<file path="src/rtl/slv_am_pkg.sv">
package slv_am_pkg;
  localparam int BYTE_W   = 8;
  localparam int ADDR10_W = 10;
  localparam int ADDR7_W  = BYTE_W - 1;
  localparam int HI_W     = ADDR10_W - BYTE_W;
  localparam int HDR_W    = BYTE_W - 1 - HI_W;
  localparam logic [HDR_W-1:0] HDR10 = 5'b11110;

  typedef enum logic [1:0] {
    PH_OFF    = 2'd0,
    PH_FIRST  = 2'd1,
    PH_SECOND = 2'd2,
    PH_DONE   = 2'd3
  } am_phase_e;
endpackage

</file>
<file path="src/rtl/slv_am_rst_sync.sv">
module slv_am_rst_sync #(
  parameter int STAGES = 2
) (
  input  logic clk_i,
  input  logic rst_ni,
  output logic rst_no
);
  logic [STAGES-1:0] sh_q;

  always_ff @(posedge clk_i or negedge rst_ni) begin
    if (!rst_ni) sh_q <= '0;
    else         sh_q <= {sh_q[STAGES-2:0], 1'b1};
  end

  assign rst_no = sh_q[STAGES-1];
endmodule

</file>
<file path="src/rtl/slv_am_cmp.sv">
module slv_am_cmp
  import slv_am_pkg::*;
(
  input  logic [BYTE_W-1:0]   byte_i,
  input  logic [ADDR10_W-1:0] own_i,
  output logic                zero_o,
  output logic                hit7_o,
  output logic                hdr10_o,
  output logic                lo10_o,
  output logic                rw_o
);
  assign zero_o  = (byte_i == '0);
  assign hit7_o  = (byte_i[BYTE_W-1:1] == own_i[ADDR7_W-1:0]);
  assign hdr10_o = (byte_i[BYTE_W-1:BYTE_W-HDR_W] == HDR10) &&
                   (byte_i[HI_W:1] == own_i[ADDR10_W-1:BYTE_W]);
  assign lo10_o  = (byte_i == own_i[BYTE_W-1:0]);
  assign rw_o    = byte_i[0];
endmodule

</file>
<file path="src/rtl/slv_am_fsm.sv">
module slv_am_fsm
  import slv_am_pkg::*;
(
  input  logic clk_i,
  input  logic rst_ni,
  input  logic en_i,
  input  logic ext_i,
  input  logic gc_en_i,
  input  logic start_i,
  input  logic stop_i,
  input  logic vld_i,
  input  logic zero_i,
  input  logic hit7_i,
  input  logic hdr10_i,
  input  logic lo10_i,
  input  logic rw_i,
  input  logic arb_lost_i,
  output logic match_o,
  output logic gcall_o,
  output logic drop_o,
  output logic cap_o,
  output logic cap_val_o
);
  am_phase_e ph_q, ph_d;
  logic rw_q, rw_d;
  logic hit_d, gc_d, drop_d;

  always_comb begin
    ph_d      = ph_q;
    rw_d      = rw_q;
    hit_d     = 1'b0;
    gc_d      = 1'b0;
    cap_o     = 1'b0;
    cap_val_o = 1'b0;
    if (!en_i) begin
      ph_d = PH_OFF;
    end else if (start_i) begin
      ph_d = PH_FIRST;
    end else if (stop_i) begin
      ph_d = PH_OFF;
    end else if (vld_i) begin
      unique case (ph_q)
        PH_FIRST: begin
          ph_d = PH_DONE;
          if (zero_i) begin
            if (gc_en_i) begin
              gc_d      = 1'b1;
              cap_o     = 1'b1;
              cap_val_o = 1'b0;
            end
          end else if (!ext_i) begin
            if (hit7_i) begin
              hit_d     = 1'b1;
              cap_o     = 1'b1;
              cap_val_o = rw_i;
            end
          end else if (hdr10_i) begin
            ph_d = PH_SECOND;
            rw_d = rw_i;
          end
        end
        PH_SECOND: begin
          ph_d = PH_DONE;
          if (lo10_i) begin
            hit_d     = 1'b1;
            cap_o     = 1'b1;
            cap_val_o = rw_q;
          end
        end
        default: ;
      endcase
    end
    drop_d = en_i & (hit_d | gc_d | arb_lost_i);
  end

  always_ff @(posedge clk_i or negedge rst_ni) begin
    if (!rst_ni) begin
      ph_q    <= PH_OFF;
      rw_q    <= 1'b0;
      match_o <= 1'b0;
      gcall_o <= 1'b0;
      drop_o  <= 1'b0;
    end else begin
      ph_q    <= ph_d;
      rw_q    <= rw_d;
      match_o <= hit_d;
      gcall_o <= gc_d;
      drop_o  <= drop_d;
    end
  end

  a_r1_disabled_quiet: assert property (@(posedge clk_i) disable iff (!rst_ni)
    !en_i |=> (!match_o && !gcall_o && !drop_o && ph_q == PH_OFF));
  a_r3_no_match_on_header: assert property (@(posedge clk_i) disable iff (!rst_ni)
    (ph_q == PH_SECOND) |-> !match_o);
  a_r4_gc_needs_enable: assert property (@(posedge clk_i) disable iff (!rst_ni)
    gcall_o |-> ($past(gc_en_i) && $past(zero_i)));
  a_r7_arb_drops: assert property (@(posedge clk_i) disable iff (!rst_ni)
    (en_i && arb_lost_i) |=> drop_o);
  a_r7_hit_drops: assert property (@(posedge clk_i) disable iff (!rst_ni)
    (match_o || gcall_o) |-> drop_o);
  a_r8_stop_idles: assert property (@(posedge clk_i) disable iff (!rst_ni)
    (en_i && !start_i && stop_i) |=> (ph_q == PH_OFF));
  a_r9_done_quiet: assert property (@(posedge clk_i) disable iff (!rst_ni)
    (ph_q == PH_DONE && !start_i) |=> (!match_o && !gcall_o));
  a_r10_single_pulse: assert property (@(posedge clk_i) disable iff (!rst_ni)
    (match_o || gcall_o) |=> (!match_o && !gcall_o));
endmodule

</file>
<file path="src/rtl/slv_am_dir.sv">
module slv_am_dir (
  input  logic clk_i,
  input  logic rst_ni,
  input  logic en_i,
  input  logic master_i,
  input  logic we_i,
  input  logic wdata_i,
  input  logic cap_i,
  input  logic cap_val_i,
  output logic dir_o
);
  logic dir_d, dir_ce;

  always_comb begin
    dir_ce = 1'b0;
    dir_d  = dir_o;
    if (!en_i) begin
      dir_ce = 1'b1;
      dir_d  = 1'b0;
    end else if (cap_i) begin
      dir_ce = 1'b1;
      dir_d  = cap_val_i;
    end else if (we_i && master_i) begin
      dir_ce = 1'b1;
      dir_d  = wdata_i;
    end
  end

  always_ff @(posedge clk_i or negedge rst_ni) begin
    if (!rst_ni)     dir_o <= 1'b0;
    else if (dir_ce) dir_o <= dir_d;
  end

  a_r6_slave_write_ignored: assert property (@(posedge clk_i) disable iff (!rst_ni)
    (en_i && !master_i && we_i && !cap_i) |=> (dir_o == $past(dir_o)));
  a_r6_master_write_lands: assert property (@(posedge clk_i) disable iff (!rst_ni)
    (en_i && master_i && we_i && !cap_i) |=> (dir_o == $past(wdata_i)));
  a_r5_capture_lands: assert property (@(posedge clk_i) disable iff (!rst_ni)
    (en_i && cap_i) |=> (dir_o == $past(cap_val_i)));
endmodule

</file>
<file path="src/rtl/slv_addr_match.sv">
module slv_addr_match
  import slv_am_pkg::*;
#(
  parameter int RST_STAGES = 2
) (
  input  logic                clk_i,
  input  logic                rst_ni,
  input  logic                enable_i,
  input  logic                ext_addr_i,
  input  logic                gcall_en_i,
  input  logic [ADDR10_W-1:0] own_addr_i,
  input  logic                start_i,
  input  logic                stop_i,
  input  logic                byte_vld_i,
  input  logic [BYTE_W-1:0]   byte_i,
  input  logic                arb_lost_i,
  input  logic                master_i,
  input  logic                dir_we_i,
  input  logic                dir_wdata_i,
  output logic                match_o,
  output logic                gcall_o,
  output logic                dir_o,
  output logic                drop_master_o
);
  logic rst_n;
  logic zero, hit7, hdr10, lo10, rw;
  logic cap, cap_val;

  slv_am_rst_sync #(.STAGES(RST_STAGES)) u_rst (
    .clk_i  (clk_i),
    .rst_ni (rst_ni),
    .rst_no (rst_n)
  );

  slv_am_cmp u_cmp (
    .byte_i  (byte_i),
    .own_i   (own_addr_i),
    .zero_o  (zero),
    .hit7_o  (hit7),
    .hdr10_o (hdr10),
    .lo10_o  (lo10),
    .rw_o    (rw)
  );

  slv_am_fsm u_fsm (
    .clk_i      (clk_i),
    .rst_ni     (rst_n),
    .en_i       (enable_i),
    .ext_i      (ext_addr_i),
    .gc_en_i    (gcall_en_i),
    .start_i    (start_i),
    .stop_i     (stop_i),
    .vld_i      (byte_vld_i),
    .zero_i     (zero),
    .hit7_i     (hit7),
    .hdr10_i    (hdr10),
    .lo10_i     (lo10),
    .rw_i       (rw),
    .arb_lost_i (arb_lost_i),
    .match_o    (match_o),
    .gcall_o    (gcall_o),
    .drop_o     (drop_master_o),
    .cap_o      (cap),
    .cap_val_o  (cap_val)
  );

  slv_am_dir u_dir (
    .clk_i     (clk_i),
    .rst_ni    (rst_n),
    .en_i      (enable_i),
    .master_i  (master_i),
    .we_i      (dir_we_i),
    .wdata_i   (dir_wdata_i),
    .cap_i     (cap),
    .cap_val_i (cap_val),
    .dir_o     (dir_o)
  );

  a_r2_match_needs_strobe: assert property (@(posedge clk_i) disable iff (!rst_n)
    match_o |-> $past(byte_vld_i && enable_i && !start_i && !stop_i));
endmodule

</file>
<file path="config.mk">
export PLATFORM = sky130hd
export DESIGN_NAME = slv_addr_match
export DESIGN_NICKNAME = d
export VERILOG_FILES = /design/src/rtl/slv_am_pkg.sv /design/src/rtl/slv_am_rst_sync.sv /design/src/rtl/slv_am_cmp.sv /design/src/rtl/slv_am_fsm.sv /design/src/rtl/slv_am_dir.sv /design/src/rtl/slv_addr_match.sv
export SDC_FILE = /design/constraint.sdc
export NUM_CORES = 1
export LEC_CHECK = 0
export BUFFER_PORTS_ARGS = -buffer_cell sky130_fd_sc_hd__buf_2
export CAP_MARGIN = 20
export CORE_MARGIN = 1
export CORE_UTILIZATION = 44
export CTS_CLUSTER_SIZE = 14
export DETAILED_ROUTE_END_ITERATION = 6
export PLACE_DENSITY = 0.77
export SETUP_SLACK_MARGIN = 0.05
export SLEW_MARGIN = 10
export SYNTH_ARGS = -nofsm -noshare
export SYNTH_HDL_FRONTEND = slang
export SYNTH_SLANG_ARGS = --single-unit
</file>
<file path="constraint.sdc">
create_clock -name clk_i -period 0.8 [get_ports clk_i]
set_input_delay 0 -clock clk_i [delete_from_list [all_inputs] [get_ports clk_i]]
set_output_delay 0 -clock clk_i [all_outputs]
set_load 0.02 [all_outputs]
</file>
* Word level (Yosys, flattened, before mapping)
Index checks and enable logic that the tools add are counted.
Storage, ports and cells: register bits 9, output and inout bits 4, input port bits 30, word-level logic and storage cells 72
Cells by class: reduce and logical (&&, ||, !) cells 6, bitwise logic cells 6, eq/ne operators 9, multiplexer cells 44
Operators with widths (number):
- $mux W1 | 34
- $mux W2 | 6
- $eq A8 B8 Y1 | 1
- $logic_not A8 Y1 | 1
- $reduce_and A8 Y1 | 1
- $eq A7 B7 Y1 | 1
- $pmux W1 S2 | 3
- $eq A5 B5 Y1 const B | 1
- $ne A5 B1 Y1 const B | 1
- $ne A4 B1 Y1 const B | 1
- $pmux W2 S2 | 1
- $reduce_and A2 Y1 | 2
- $ne A3 B1 Y1 const B | 1
- $not A1 Y1 | 3
- $eq A2 B1 Y1 const B | 1
- $eq A2 B2 Y1 | 1
- $eq A2 B2 Y1 const B | 1
- $logic_and A1 B1 Y1 | 2
- $or A1 B1 Y1 | 2
- $and A1 B1 Y1 | 1

* Logic depth before layout (Yosys ltp)
depth in word-level cells 12, mapped depth 7, gate-level depth less buffers 7

* By module
From an unflattened synthesis, not the netlist that was laid out.
Unflattened totals: cells, all modules 72, area, all modules 685.7 µm²
Modules (own cells, without submodules):
- slv_am_fsm | sequential area each 150.1 µm², cells an instance 36, times used 1, area an instance 360.3 µm²
- slv_am_cmp | sequential area each 0.0 µm², cells an instance 28, times used 1, area an instance 216.5 µm²
- slv_am_dir | sequential area each 25.0 µm², cells an instance 5, times used 1, area an instance 55.1 µm²
- slv_am_rst_sync | sequential area each 50.0 µm², cells an instance 3, times used 1, area an instance 53.8 µm²

* Least setup slack after synthesis
No wires, ideal clock.
kind register -> register, start register u_fsm.ph_q[1], end register u_dir.dir_o, path buffers 0, arrival 1.432 ns, library setup time 0.079 ns, period minus slack after synthesis 1.512 ns, cell stages (with the launch flop) 8, setup slack -0.712 ns, required time 0.721 ns, cells stage by stage dfrtp_1 > inv_1 > ha_1 > nand2b_1 > nor4_1 > nand2_1 > o221ai_1 > mux2i_1
Between the ends: word-level cells in the longest chain between the ends 9, elaborated cells on any way between the ends 17, classes of those cells eq/ne: 3; mux: 13; reduce/logical: 1
Ends and longest elaborated chain:
- from (decl) | RTL line slv_am_fsm.sv:24 | am_phase_e ph_q, ph_d;
- from (signal assigned) | RTL line slv_am_fsm.sv:84 | ph_q <= ph_d;
- $eq A2 B2 Y1 / $eq A2 B1 Y1 (equally long branches) | RTL line slv_am_fsm.sv:42 | unique case (ph_q)
- $pmux W1 S2 | RTL line slv_am_fsm.sv:42
- $mux W1 | RTL line slv_am_fsm.sv:41 | end else if (vld_i) begin
- $mux W1 | RTL line slv_am_fsm.sv:39 | end else if (stop_i) begin
- $mux W1 | RTL line slv_am_fsm.sv:37 | end else if (start_i) begin
- $mux W1 | RTL line slv_am_fsm.sv:35 | if (!en_i) begin
- $mux W1 | RTL line slv_am_dir.sv:20 | end else if (cap_i) begin
- $mux W1 | RTL line slv_am_dir.sv:17 | if (!en_i) begin
- $reduce_and A2 Y1 (no source line)
- to (signal assigned) | RTL line slv_am_dir.sv:31 | else if (dir_ce) dir_o <= dir_d;
- to (decl) | RTL line slv_am_dir.sv:10 | output logic dir_o
Several ways; a longest one is shown, not always the timed one. A chain may end at the register's enable or synchronous reset.

* Final worst setup path
start register u_fsm.ph_q[0], end register u_dir.dir_o
Same word-level chain as after synthesis.

==> flow_metrics.py <==
metrics = {
    "grt": {
        "overflow": 0,
        "grt_pass1_wl_um": 3570,
        "grt_max_degree": 8,
        "grt_usage_pct": 28.1,
        "grt_pass1_vias": 814,
        "antenna_found_initial": 0,
    },
    "floorplanning": {
        "pin_count": 34,
        "die_area_um2": 1720,
        "rows": 13,
        "core_um2": 1370,
        "start_util_pct": 50.1,
        "die_x_um": 41.4,
        "die_h_um": 41.4,
    },
    "route": {
        "drc": 0,
        "wl_per_cell_um": 14.8,
        "drt-initial-drc-count": 13,
        "antenna_left": 0,
        "via_per_inst": 5.45,
        "vias": 795,
        "finalWirelength_um": 2160,
        "first_pass_iters": 4,
    },
    "min_path": {
        "min_from": "arb_lost_i",
        "hold_class": "input pin to flip-flop",
        "hold-path-endpoint": "u_fsm.drop_o",
        "worst_hold_path.num_cells": 2,
    },
    "worst_setup_path": {
        "critPathArrivalTime_ps": 1730,
        "critPathLaunchType": "flip-flop",
        "cp_max_fo": 4,
        "cp-end-kind": "flip-flop",
        "r2r_start": "u_fsm.ph_q[0]",
        "critical_path_buf_inv_count": 1,
        "path_class": "flip-flop to flip-flop",
        "cp_slowest_cell": "dfrtp_1",
        "required_ps": 1000,
        "crit_chain": "buf_6 > ha_4 > nand2b_4 > nor4_4 > nand2_1 > o221ai_2 > mux2i_1",
        "timing.rr.end": "u_dir.dir_o",
        "reg2reg_setup_slack_ps": -740,
        "max_stage_delay_ps": 400,
        "reg2regPathDepth": 7,
        "cp_top_family": "simple AND/OR/NAND/NOR gates",
    },
    "outcome": {
        "failed_checks": "hold timing, setup timing",
        "status": "finished with violations",
    },
    "cts": {
        "cts_buffer_depth": 2,
        "insertion_delay_ps": 270,
        "h-tree-depth": 1,
        "clk_pin_slew_ps": 60,
        "clock-sinks": 9,
        "tritoncts": "yes",
        "cts_root_buf": "clkbuf_4",
        "cts_hold_buf": 1,
        "cts_made_buffers": 3,
    },
    "synth": {
        "synth_area_um2": 684,
        "yosysUniqueCellTypes": 29,
        "ys_seq_elements": 9,
        "synth-seq-area-share_pct": 32.9,
        "postSynthAreaPerCell_um2": 9.01,
        "synth_fp_nets": 108,
        "syn_inst": 76,
        "yosys_warnings": 0,
    },
    "layout": {
        "fin_area_um2": 1170,
        "fin_util_pct": 85.7,
        "fillerInstances": 80,
        "nets": 164,
        "layout_commonest_cell": "buf_2",
        "mostFrequentLayoutCells": "29 x buf_2, 15 x buf_4, 9 x xor2_1, 9 x dfrtp_1, 8 x xnor2_1",
        "diodes": 0,
        "area_growth_pct": 71.1,
        "layout-drive-gt1-share_pct": 53.4,
    },
    "run": {
        "drv_cap": 0,
    },
    "sta": {
        "fin_crit_sh_pct": 192,
        "period_minus_slack_ps": 1540,
        "rsz0062_at_grt": "true",
        "setup_viol": 7,
        "hold_violations": 2,
        "slew_violations": 0,
        "finalWorstSetupSlack_ps": -738,
        "whs_ps": -17.8,
        "clock.fmax_mhz": 650,
        "finalClockSkew_ps": 3.86,
    },
    "pwr": {
        "p_leak_nw": 0.517,
        "total_power_mw": 1.26,
        "powerDensity_nw_per_um2": 1070,
        "ir_worst_vdd_mv": 0.656,
    },
    "placed_design": {
        "post-dp-hpwl_um": 1650,
        "place_area_um2": 992,
        "port-buffer-count": 33,
        "gp_congestion": 0.914,
    },
}
cell type report:
class | instances | area, um2 | area share, %
inverter | 5 | 18.8 | 1.60
tap | 15 | 18.8 | 1.60
sequential | 9 | 225 | 19.2
timing repair buffer | 51 | 335 | 28.6
multi-input combinational | 62 | 547 | 46.7
clock buffer | 4 | 26.3 | 2.24
registers in the layout, indices dropped and copies added, names as in the netlist:
name	cells
u_fsm.ph_q	2
u_rst.sh_q	2
u_dir.dir_o	1
u_fsm.drop_o	1
u_fsm.gcall_o	1
u_fsm.match_o	1
u_fsm.rw_q	1
how the worst max path moves through the flow:
stage	endpoint	depth (start not counted)	start
4_1_cts	u_dir.dir_o	6	u_fsm.ph_q[0]
3_3_place_gp	u_dir.dir_o	6	u_fsm.ph_q[0]
2_1_floorplan	u_dir.dir_o	6	u_fsm.ph_q[0]
5_1_grt	u_dir.dir_o	6	u_fsm.ph_q[0]
6_report	u_dir.dir_o	7	u_fsm.ph_q[0]
3_5_place_dp	u_dir.dir_o	6	u_fsm.ph_q[0]
metrics by stage:
stage	instances	setup WS (ps)	setup TNS [ps]	hold WS [ps]
2_1_floorplan	76	-677	-3390	-296
3_3_place_gp	137	-742	-4140	-215
3_5_place_dp	137	-824	-4630	-212
4_1_cts	144	-742	-4350	-20.8
5_1_grt	146	-847	-4900	-12.1
6_report	146	-738	-4390	-17.8
power by group:
group / internal [mW] / total, mW / switching (mW) / leakage, nW
sequential: 0.470 / 0.486 / 0.0161 / 0.118
combinational: 0.209 / 0.401 / 0.192 / 0.384
clock: 0.193 / 0.370 / 0.176 / 0.0150
per-layer routing:
layer / vias up / GRT usage [%] / share of wire, %
li1: 378 / - / -
met1: 388 / 25.0 / 36
met2: 23 / 56.9 / 59
met3: 6 / 6.96 / 2.5
met4: 0 / 12.9 / 2.6
met5: - / 0 / 0
worst register-to-register path, cell delays in order, from the launching register on:
cell      delay (ps)
dfrtp_1          400
buf_6            120
ha_4             170
nand2b_4          70
nor4_4           250
nand2_1          100
o221ai_2         170
mux2i_1          200
cells by family after synthesis:
group | count (synthesis) | synth area share, %
simple gates | 29 | 24.9
mux | 2 | 3.11
other cells | 1 | 0.548
compound gates | 11 | 10.4
buf+inv | 5 | 2.74
flops | 9 | 32.9
xor+xnor | 17 | 21.8
fa+ha+maj | 2 | 3.66
cell usage after synthesis:
cell type | count | share of area [%]
nor3_1 | 1 | 0.73
nor4_1 | 4 | 3.7
and3_2 | 1 | 1.1
ha_1 | 2 | 3.7
o221ai_1 | 1 | 1.3
nor4_2 | 1 | 1.8
a311o_1 | 1 | 1.5
or3_1 | 1 | 0.91
nor2b_1 | 1 | 0.91
nand3_1 | 4 | 2.9
nor2_1 | 4 | 2.2
inv_1 | 5 | 2.7
o21ai_0 | 3 | 2.2
nand4_1 | 1 | 0.91
a21oi_1 | 4 | 2.9
dfrtp_1 | 9 | 33
nand2b_1 | 2 | 1.8
mux2_2 | 1 | 1.6
nand2_1 | 5 | 2.7
nand4bb_1 | 1 | 1.6
conb_1 | 1 | 0.55
a2111oi_0 | 1 | 1.3
mux2i_1 | 1 | 1.5
xnor2_1 | 8 | 10
nand4b_1 | 1 | 1.3
o31a_1 | 1 | 1.3
xor2_1 | 9 | 12
or2_2 | 1 | 0.91
and4_1 | 1 | 1.3
repair_timing:
item	CTS	global route
resized for setup	21	6
setup buffers	2	2
hold endpoints to repair	4	2
pin swaps	6	3
endpoints found under the setup margin	11	11
Power figures use the tool's default switching activity.
